$ cat config.mk
export PLATFORM = sky130hd
export DESIGN_NAME = skey_guard
export DESIGN_NICKNAME = d
export VERILOG_FILES = /design/src/rtl/skey_pkg.sv /design/src/rtl/skey_ctrl.sv /design/src/rtl/skey_datapath.sv /design/src/rtl/skey_guard.sv
export SDC_FILE = /design/constraint.sdc
export NUM_CORES = 2
export LEC_CHECK = 0
export ABC_AREA = 1
export BUFFER_PORTS_ARGS = -buffer_cell sky130_fd_sc_hd__buf_2
export CAP_MARGIN = 20
export CORE_UTILIZATION = 40
export DETAILED_ROUTE_END_ITERATION = 16
export HOLD_SLACK_MARGIN = 0.1
export PLACE_DENSITY_LB_ADDON = 0.15
export SYNTH_ARGS = -nofsm -noshare
export SYNTH_HDL_FRONTEND = slang
export SYNTH_SLANG_ARGS = --single-unit
$ cat constraint.sdc
create_clock -name clk -period 6.5 [get_ports clk]
set_input_delay 0.325 -clock clk [delete_from_list [all_inputs] [get_ports clk]]
set_output_delay 0.325 -clock clk [all_outputs]
set_load 0.02 [all_outputs]
$ cat src/rtl/skey_pkg.sv
package skey_pkg;

  typedef struct packed {
    logic [3:0] key;
    logic       fetchProt;
    logic       refBit;
    logic       chgBit;
  } entryT;

  typedef enum logic [1:0] {
    OP_SET_KEY    = 2'd0,
    OP_INSERT_KEY = 2'd1,
    OP_RESET_REF  = 2'd2,
    OP_NONE       = 2'd3
  } mntOpT;

  typedef struct packed {
    logic wrAll;
    logic clrRef;
    logic rdEntry;
    logic markRef;
    logic markChg;
  } strobeT;

  localparam int unsigned PAGE_BITS = 12;
  localparam int unsigned LOW_BITS  = 9;

endpackage

$ cat src/rtl/skey_ctrl.sv
module skey_ctrl
  import skey_pkg::*;
#(
  parameter int unsigned ADDR_W  = 20,
  parameter int unsigned FRAME_W = ADDR_W - PAGE_BITS
) (
  input  logic               clk,
  input  logic               rstN,
  input  logic               reqValid,
  input  logic [ADDR_W-1:0]  reqAddr,
  input  logic [3:0]         reqKey,
  input  logic               reqStore,
  input  logic               lapEnable,
  input  logic               mntValid,
  input  logic [1:0]         mntOp,
  input  logic [FRAME_W-1:0] mntFrame,
  input  entryT              chkEntry,
  output logic [FRAME_W-1:0] chkFrame,
  output strobeT             stb,
  output logic               respValid,
  output logic               respPermit
);

  logic lowZone;
  logic keyMatch;
  logic permit;
  logic mntWrite;
  logic sameFrame;

  assign chkFrame = reqAddr[ADDR_W-1:PAGE_BITS];

  // frames 0 and 1, first 512 bytes of each
  assign lowZone  = (chkFrame <= FRAME_W'(1)) &&
                    (reqAddr[PAGE_BITS-1:LOW_BITS] == '0);
  assign keyMatch = (reqKey == 4'd0) || (reqKey == chkEntry.key);
  assign permit   = !(lapEnable && reqStore && lowZone) &&
                    (keyMatch || (!reqStore && !chkEntry.fetchProt));

  assign mntWrite  = mntValid && ((mntOp == OP_SET_KEY) || (mntOp == OP_RESET_REF));
  assign sameFrame = mntWrite && (mntFrame == chkFrame);

  always_comb begin
    stb         = '0;
    stb.wrAll   = mntValid && (mntOp == OP_SET_KEY);
    stb.clrRef  = mntValid && (mntOp == OP_RESET_REF);
    stb.rdEntry = mntValid && ((mntOp == OP_INSERT_KEY) || (mntOp == OP_RESET_REF));
    stb.markRef = reqValid && permit && !sameFrame;
    stb.markChg = reqValid && permit && reqStore && !sameFrame;
  end

  always_ff @(posedge clk or negedge rstN) begin
    if (!rstN) begin
      respValid  <= 1'b0;
      respPermit <= 1'b0;
    end else begin
      respValid  <= reqValid;
      respPermit <= reqValid && permit;
    end
  end

endmodule

$ cat src/rtl/skey_datapath.sv
module skey_datapath
  import skey_pkg::*;
#(
  parameter int unsigned FRAME_W    = 8,
  parameter int unsigned NUM_FRAMES = 1 << FRAME_W
) (
  input  logic               clk,
  input  logic               rstN,
  input  strobeT             stb,
  input  logic [FRAME_W-1:0] chkFrame,
  input  logic [FRAME_W-1:0] mntFrame,
  input  entryT              mntEntry,
  output entryT              chkEntry,
  output logic               rdValid,
  output entryT              rdEntry
);

  entryT frameTab [NUM_FRAMES];

  for (genvar f = 0; f < NUM_FRAMES; f++) begin : g_frame
    entryT slot;
    logic  mntHit;
    logic  chkHit;

    assign mntHit = (mntFrame == FRAME_W'(f));
    assign chkHit = (chkFrame == FRAME_W'(f));

    always_ff @(posedge clk or negedge rstN) begin
      if (!rstN) begin
        slot <= '0;
      end else if (stb.wrAll && mntHit) begin
        slot <= mntEntry;
      end else begin
        if (stb.clrRef && mntHit)  slot.refBit <= 1'b0;
        if (stb.markRef && chkHit) slot.refBit <= 1'b1;
        if (stb.markChg && chkHit) slot.chgBit <= 1'b1;
      end
    end

    assign frameTab[f] = slot;
  end

  assign chkEntry = frameTab[chkFrame];

  always_ff @(posedge clk or negedge rstN) begin
    if (!rstN) begin
      rdValid <= 1'b0;
      rdEntry <= '0;
    end else begin
      rdValid <= stb.rdEntry;
      if (stb.rdEntry) rdEntry <= frameTab[mntFrame];
    end
  end

endmodule

$ cat src/rtl/skey_guard.sv
module skey_guard
  import skey_pkg::*;
#(
  parameter int unsigned ADDR_W = 20,
  localparam int unsigned FRAME_W = ADDR_W - PAGE_BITS
) (
  input  logic               clk,
  input  logic               rstN,
  input  logic               reqValid,
  input  logic [ADDR_W-1:0]  reqAddr,
  input  logic [3:0]         reqKey,
  input  logic               reqStore,
  input  logic               lapEnable,
  output logic               respValid,
  output logic               respPermit,
  input  logic               mntValid,
  input  logic [1:0]         mntOp,
  input  logic [FRAME_W-1:0] mntFrame,
  input  logic [3:0]         mntKey,
  input  logic               mntFetchProt,
  input  logic               mntRef,
  input  logic               mntChg,
  output logic               mntRdValid,
  output logic [3:0]         mntRdKey,
  output logic               mntRdFetchProt,
  output logic               mntRdRef,
  output logic               mntRdChg
);

  strobeT             stb;
  entryT              chkEntry;
  entryT              rdEntry;
  entryT              mntEntry;
  logic [FRAME_W-1:0] chkFrame;

  assign mntEntry = '{key: mntKey, fetchProt: mntFetchProt, refBit: mntRef, chgBit: mntChg};

  skey_ctrl #(.ADDR_W(ADDR_W), .FRAME_W(FRAME_W)) u_ctrl (
    .clk(clk), .rstN(rstN), .reqValid(reqValid), .reqAddr(reqAddr),
    .reqKey(reqKey), .reqStore(reqStore), .lapEnable(lapEnable),
    .mntValid(mntValid), .mntOp(mntOp), .mntFrame(mntFrame),
    .chkEntry(chkEntry), .chkFrame(chkFrame), .stb(stb),
    .respValid(respValid), .respPermit(respPermit)
  );

  skey_datapath #(.FRAME_W(FRAME_W)) u_dp (
    .clk(clk), .rstN(rstN), .stb(stb), .chkFrame(chkFrame),
    .mntFrame(mntFrame), .mntEntry(mntEntry), .chkEntry(chkEntry),
    .rdValid(mntRdValid), .rdEntry(rdEntry)
  );

  assign mntRdKey       = rdEntry.key;
  assign mntRdFetchProt = rdEntry.fetchProt;
  assign mntRdRef       = rdEntry.refBit;
  assign mntRdChg       = rdEntry.chgBit;

endmodule

==> results.md <==
- Crit-path slowest cell: o21ai_0
- Slew Limit Fails: 0
- DIE WIDTH: 504 um
- CP top delay family: simple AND/OR/NAND/NOR gates
- Final nets: 13800
- Root Driver: clkbuf_16
- Site Rows: around 180
- Post-CTS Setup Bufs: 0
- CTS Buf Count: roughly 210
- CP bufs+invs: 5
- Die Area: approximately 250000 sq um
- Final Setup Violations: 0
- Hold depth: 6
- Tcrit/Tclk final: 0.754
- Setup crit start: reqAddr[13]
- Hold slack: around 0.22 ns
- Initial antenna violation count: 34
- Met3 GRT Util: 0.110
- WL/cell: 27.8 um
- CTS-repair resized insts: 0
- Worst path arrival time: 5.73 ns
- Clock Skew: 0.0569 ns
- Largest stage delay, worst path: 0.82 ns
- # DRC: 0
- Distinct cells, synth: 49
- Reg2reg start: u_dp.frameTab[922]
- Reg2reg path depth: 21
- Final Wtd Congestion: between 0.9 and 1
- Max-cap violation count: 0
- Die Y: a little over 500 um
- FILL cells: 25000
- Relative slew slack: 0.0604
- Clock sinks: around 1800
- P per Cell Area: about 240 nW/um^2
- Core ar.: 249000 sq um
- Peak supply drop: 0.000288 V
- Met1 Use GR: 0.489
- Hold Crit Endpoint: u_dp.frameTab[1673]
- Net Count, Synth: roughly 14000
- Clk Latency, worst-skew pair: roughly 0.91 ns
- Storage element area: between 40000 and 50000 sq um
- # hold bufs at CTS: 13
- Min Clock Period, post-route: around 5 ns
- Max H-tree Level: 4
- EDFF count, synth: 0
- Min-delay worst type: in2reg
- Worst-path fanout max: 37
- Ys Warns: 0
- Gr busiest metal: met2
- Critical R2R Capture: u_dp.frameTab[1107]
- Number of port buffers: 47
- Starting Density: 0.404
- Routed wire length: between 400000 and 500000 um
- Crit Path Class: in2reg
- Layout area overhead: 10.8%
- Max Clk Rate: 204 MHz
- Placed cells: around 17000
- First-pass GRT wire length: approximately 700000 um
- Via/cell ratio: about 6.1
- Met2 usage: 0.535
- Total Neg Setup Slack: 0 ns
- Overall Power: 27.2 mW
- Final design utilization: 0.447
- IO Pins: 57
- R2r setup slk: 1.85 ns
- Synthesized flop and latch total: 1802
- CP Cell Sequence: buf_6 > inv_8 > nor2_4 > buf_4 > buf_4 > nand2_1 > nand4_1 > nand2_1 > nand2_1 > o21ai_0 > nand2_1 > nor2_1 > nor2_1 > nor2_1 > nand2_1 > nand2_1 > nand2_1 > nor2_1 > nand2_1 > nand2_1 > and3_4 > buf_4 > nand2_1 > nand3_1
- Ys async rst share: 1.00
- Mapped Area: 101000 sq um
- HP Start: reqStore
- CTS tree: done
- Critical Path RT: about 7.3 ns
- Layout cells sized above 1: 0.0625
- CP endpoint kind: flop
- GRT Total Usage: 0.372
- Clock slew at reported path FFs: approximately 0.06 ns
- Most common cell on crit path: nand2_1
- Vias: 104000
- Post-route insts no fill: approximately 17000
- Multi-input logic area: between 40000 and 50000 sq um
- Post-Synthesis Cells: 14300
- Leak: a little under 50 nW
- Tightest Pin Transition: roughly 1.4 ns
- RSZ-0062 raised after global routing: no
- Startpoint types: input pin
- Largest net degree at the start of global routing: ~170
- Clock buffer depth: 3
- Mapped Avg Cell Area: approximately 7.1 sq um
- DR pass1 iterations: 7
- Primary FF master, synth: dfrtp_1
- Iteration-0 DRC Markers: between 15000 and 20000
- Seq/Total Area, Yosys: 0.448
- DP HPWL: between 200000 and 300000 um
- Vias in the first global route: between 90000 and 100k
- Grt total ovfl: 0
- Remaining antenna violation count: 0
- Outcome: complete, no violations
- Final hold violation count: 0
## how the worst max path moves through the flow
stage | end | slack [ns] | cells after the start
5_1_grt | u_dp.frameTab[1030] | 1.58 | 23
3_3_place_gp | u_dp.frameTab[1107] | 1.11 | 23
6_report | u_dp.frameTab[1107] | 1.60 | 24
3_5_place_dp | u_dp.frameTab[1079] | 1.10 | 24
2_1_floorplan | u_dp.frameTab[1695] | 3.74 | 22
4_1_cts | u_dp.frameTab[1030] | 2.02 | 24
## cell type report
| class | instances | share of cell area |
|---|---|---|
| Clock inverter | 70 | 0.00749 |
| Clock buffer | 314 | 0.0564 |
| Tap cell | 3330 | 0.0374 |
| Sequential cell | 1802 | 0.404 |
| Multi-Input combinational cell | 10300 | 0.426 |
| Inverter | 986 | 0.0339 |
| Timing Repair Buffer | 402 | 0.0342 |
| Antenna cell | 16 | 0.000359 |
## layer usage
layer	routed length (um)	up-vias
met1	186000	50200
met3	61000	1514
met5	243	-
met4	34200	22
li1	-	45700
met2	197000	7064
## state kept, by name, summed over array words and instances, names as in the netlist
| signal | cells |
|---|---|
| u_ctrl.respPermit | 1 |
| u_ctrl.respValid | 1 |
| u_dp.frameTab | 1792 |
| u_dp.rdValid | 1 |
| u_dp.rdEntry | 7 |
## synthesized netlist by cell type, types with 127 or more instances
library cell	count	area, sq um
nand2_1	4684	17600
dfrtp_1	1802	45100
o21ai_0	1503	7520
nor2_1	1346	5050
nand3_1	1247	6240
inv_1	970	3640
clkbuf_1	897	3370
a22oi_1	468	3510
o221ai_1	154	1350
nor3_1	150	751
a31oi_1	133	832
o211ai_1	127	953
## where the power goes
group | leakage (nW) | total (mW) | internal (mW) | switching (mW)
clock | 3.52 | 12.4 | 7.14 | 5.26
combinational | 22.4 | 3.07 | 0.616 | 2.45
sequential | 23.1 | 11.7 | 11.5 | 0.202
## cell usage in the layout, fill, tap and decap left out, types with 127 or more instances in the layout
| cell type | netlist | layout |
|---|---|---|
| a22oi_1 | 468 | 468 |
| clkbuf_16 | 0 | 215 |
| a31oi_1 | 133 | 133 |
| inv_1 | 970 | 952 |
| nand3_1 | 1247 | 1247 |
| buf_4 | 28 | 274 |
| o21ai_0 | 1503 | 1503 |
| o211ai_1 | 127 | 127 |
| nand2_1 | 4684 | 4678 |
| nor3_1 | 150 | 150 |
| dfrtp_1 | 1802 | 1802 |
| o221ai_1 | 154 | 154 |
| nor2_1 | 1346 | 1313 |
## worst register-to-register path, delay by kind of cell, from the launching register on
kind / cells / cell delay (ns)
and+or+nand+nor: 19 / 3.29
AOI/OAI and AO/OA: 1 / 0.56
DFF: 1 / 0.39
buffers and inverters: 1 / 0.36
## cells by family after synthesis
kind of cell             Yosys count  share of synthesized area
AO/OA/AOI/OAI                   2687                      0.162
XOR/XNOR                           6                   0.000522
adder cells (fa/ha/maj)            2                   0.000249
buffers and inverters           2140                     0.0824
flip-flops                      1802                      0.448
AND/OR/NAND/NOR                 7627                      0.307
## metrics by stage
stage / instance area (sq um) / setup slack, ns
floorplan: 101000 / 3.74
global placement: 104000 / 1.11
detailed placement: 104000 / 1.10
CTS: 111000 / 2.02
global route: 111000 / 1.58
finish: 111000 / 1.60
Note: power is estimated with default switching activity, not from simulation.
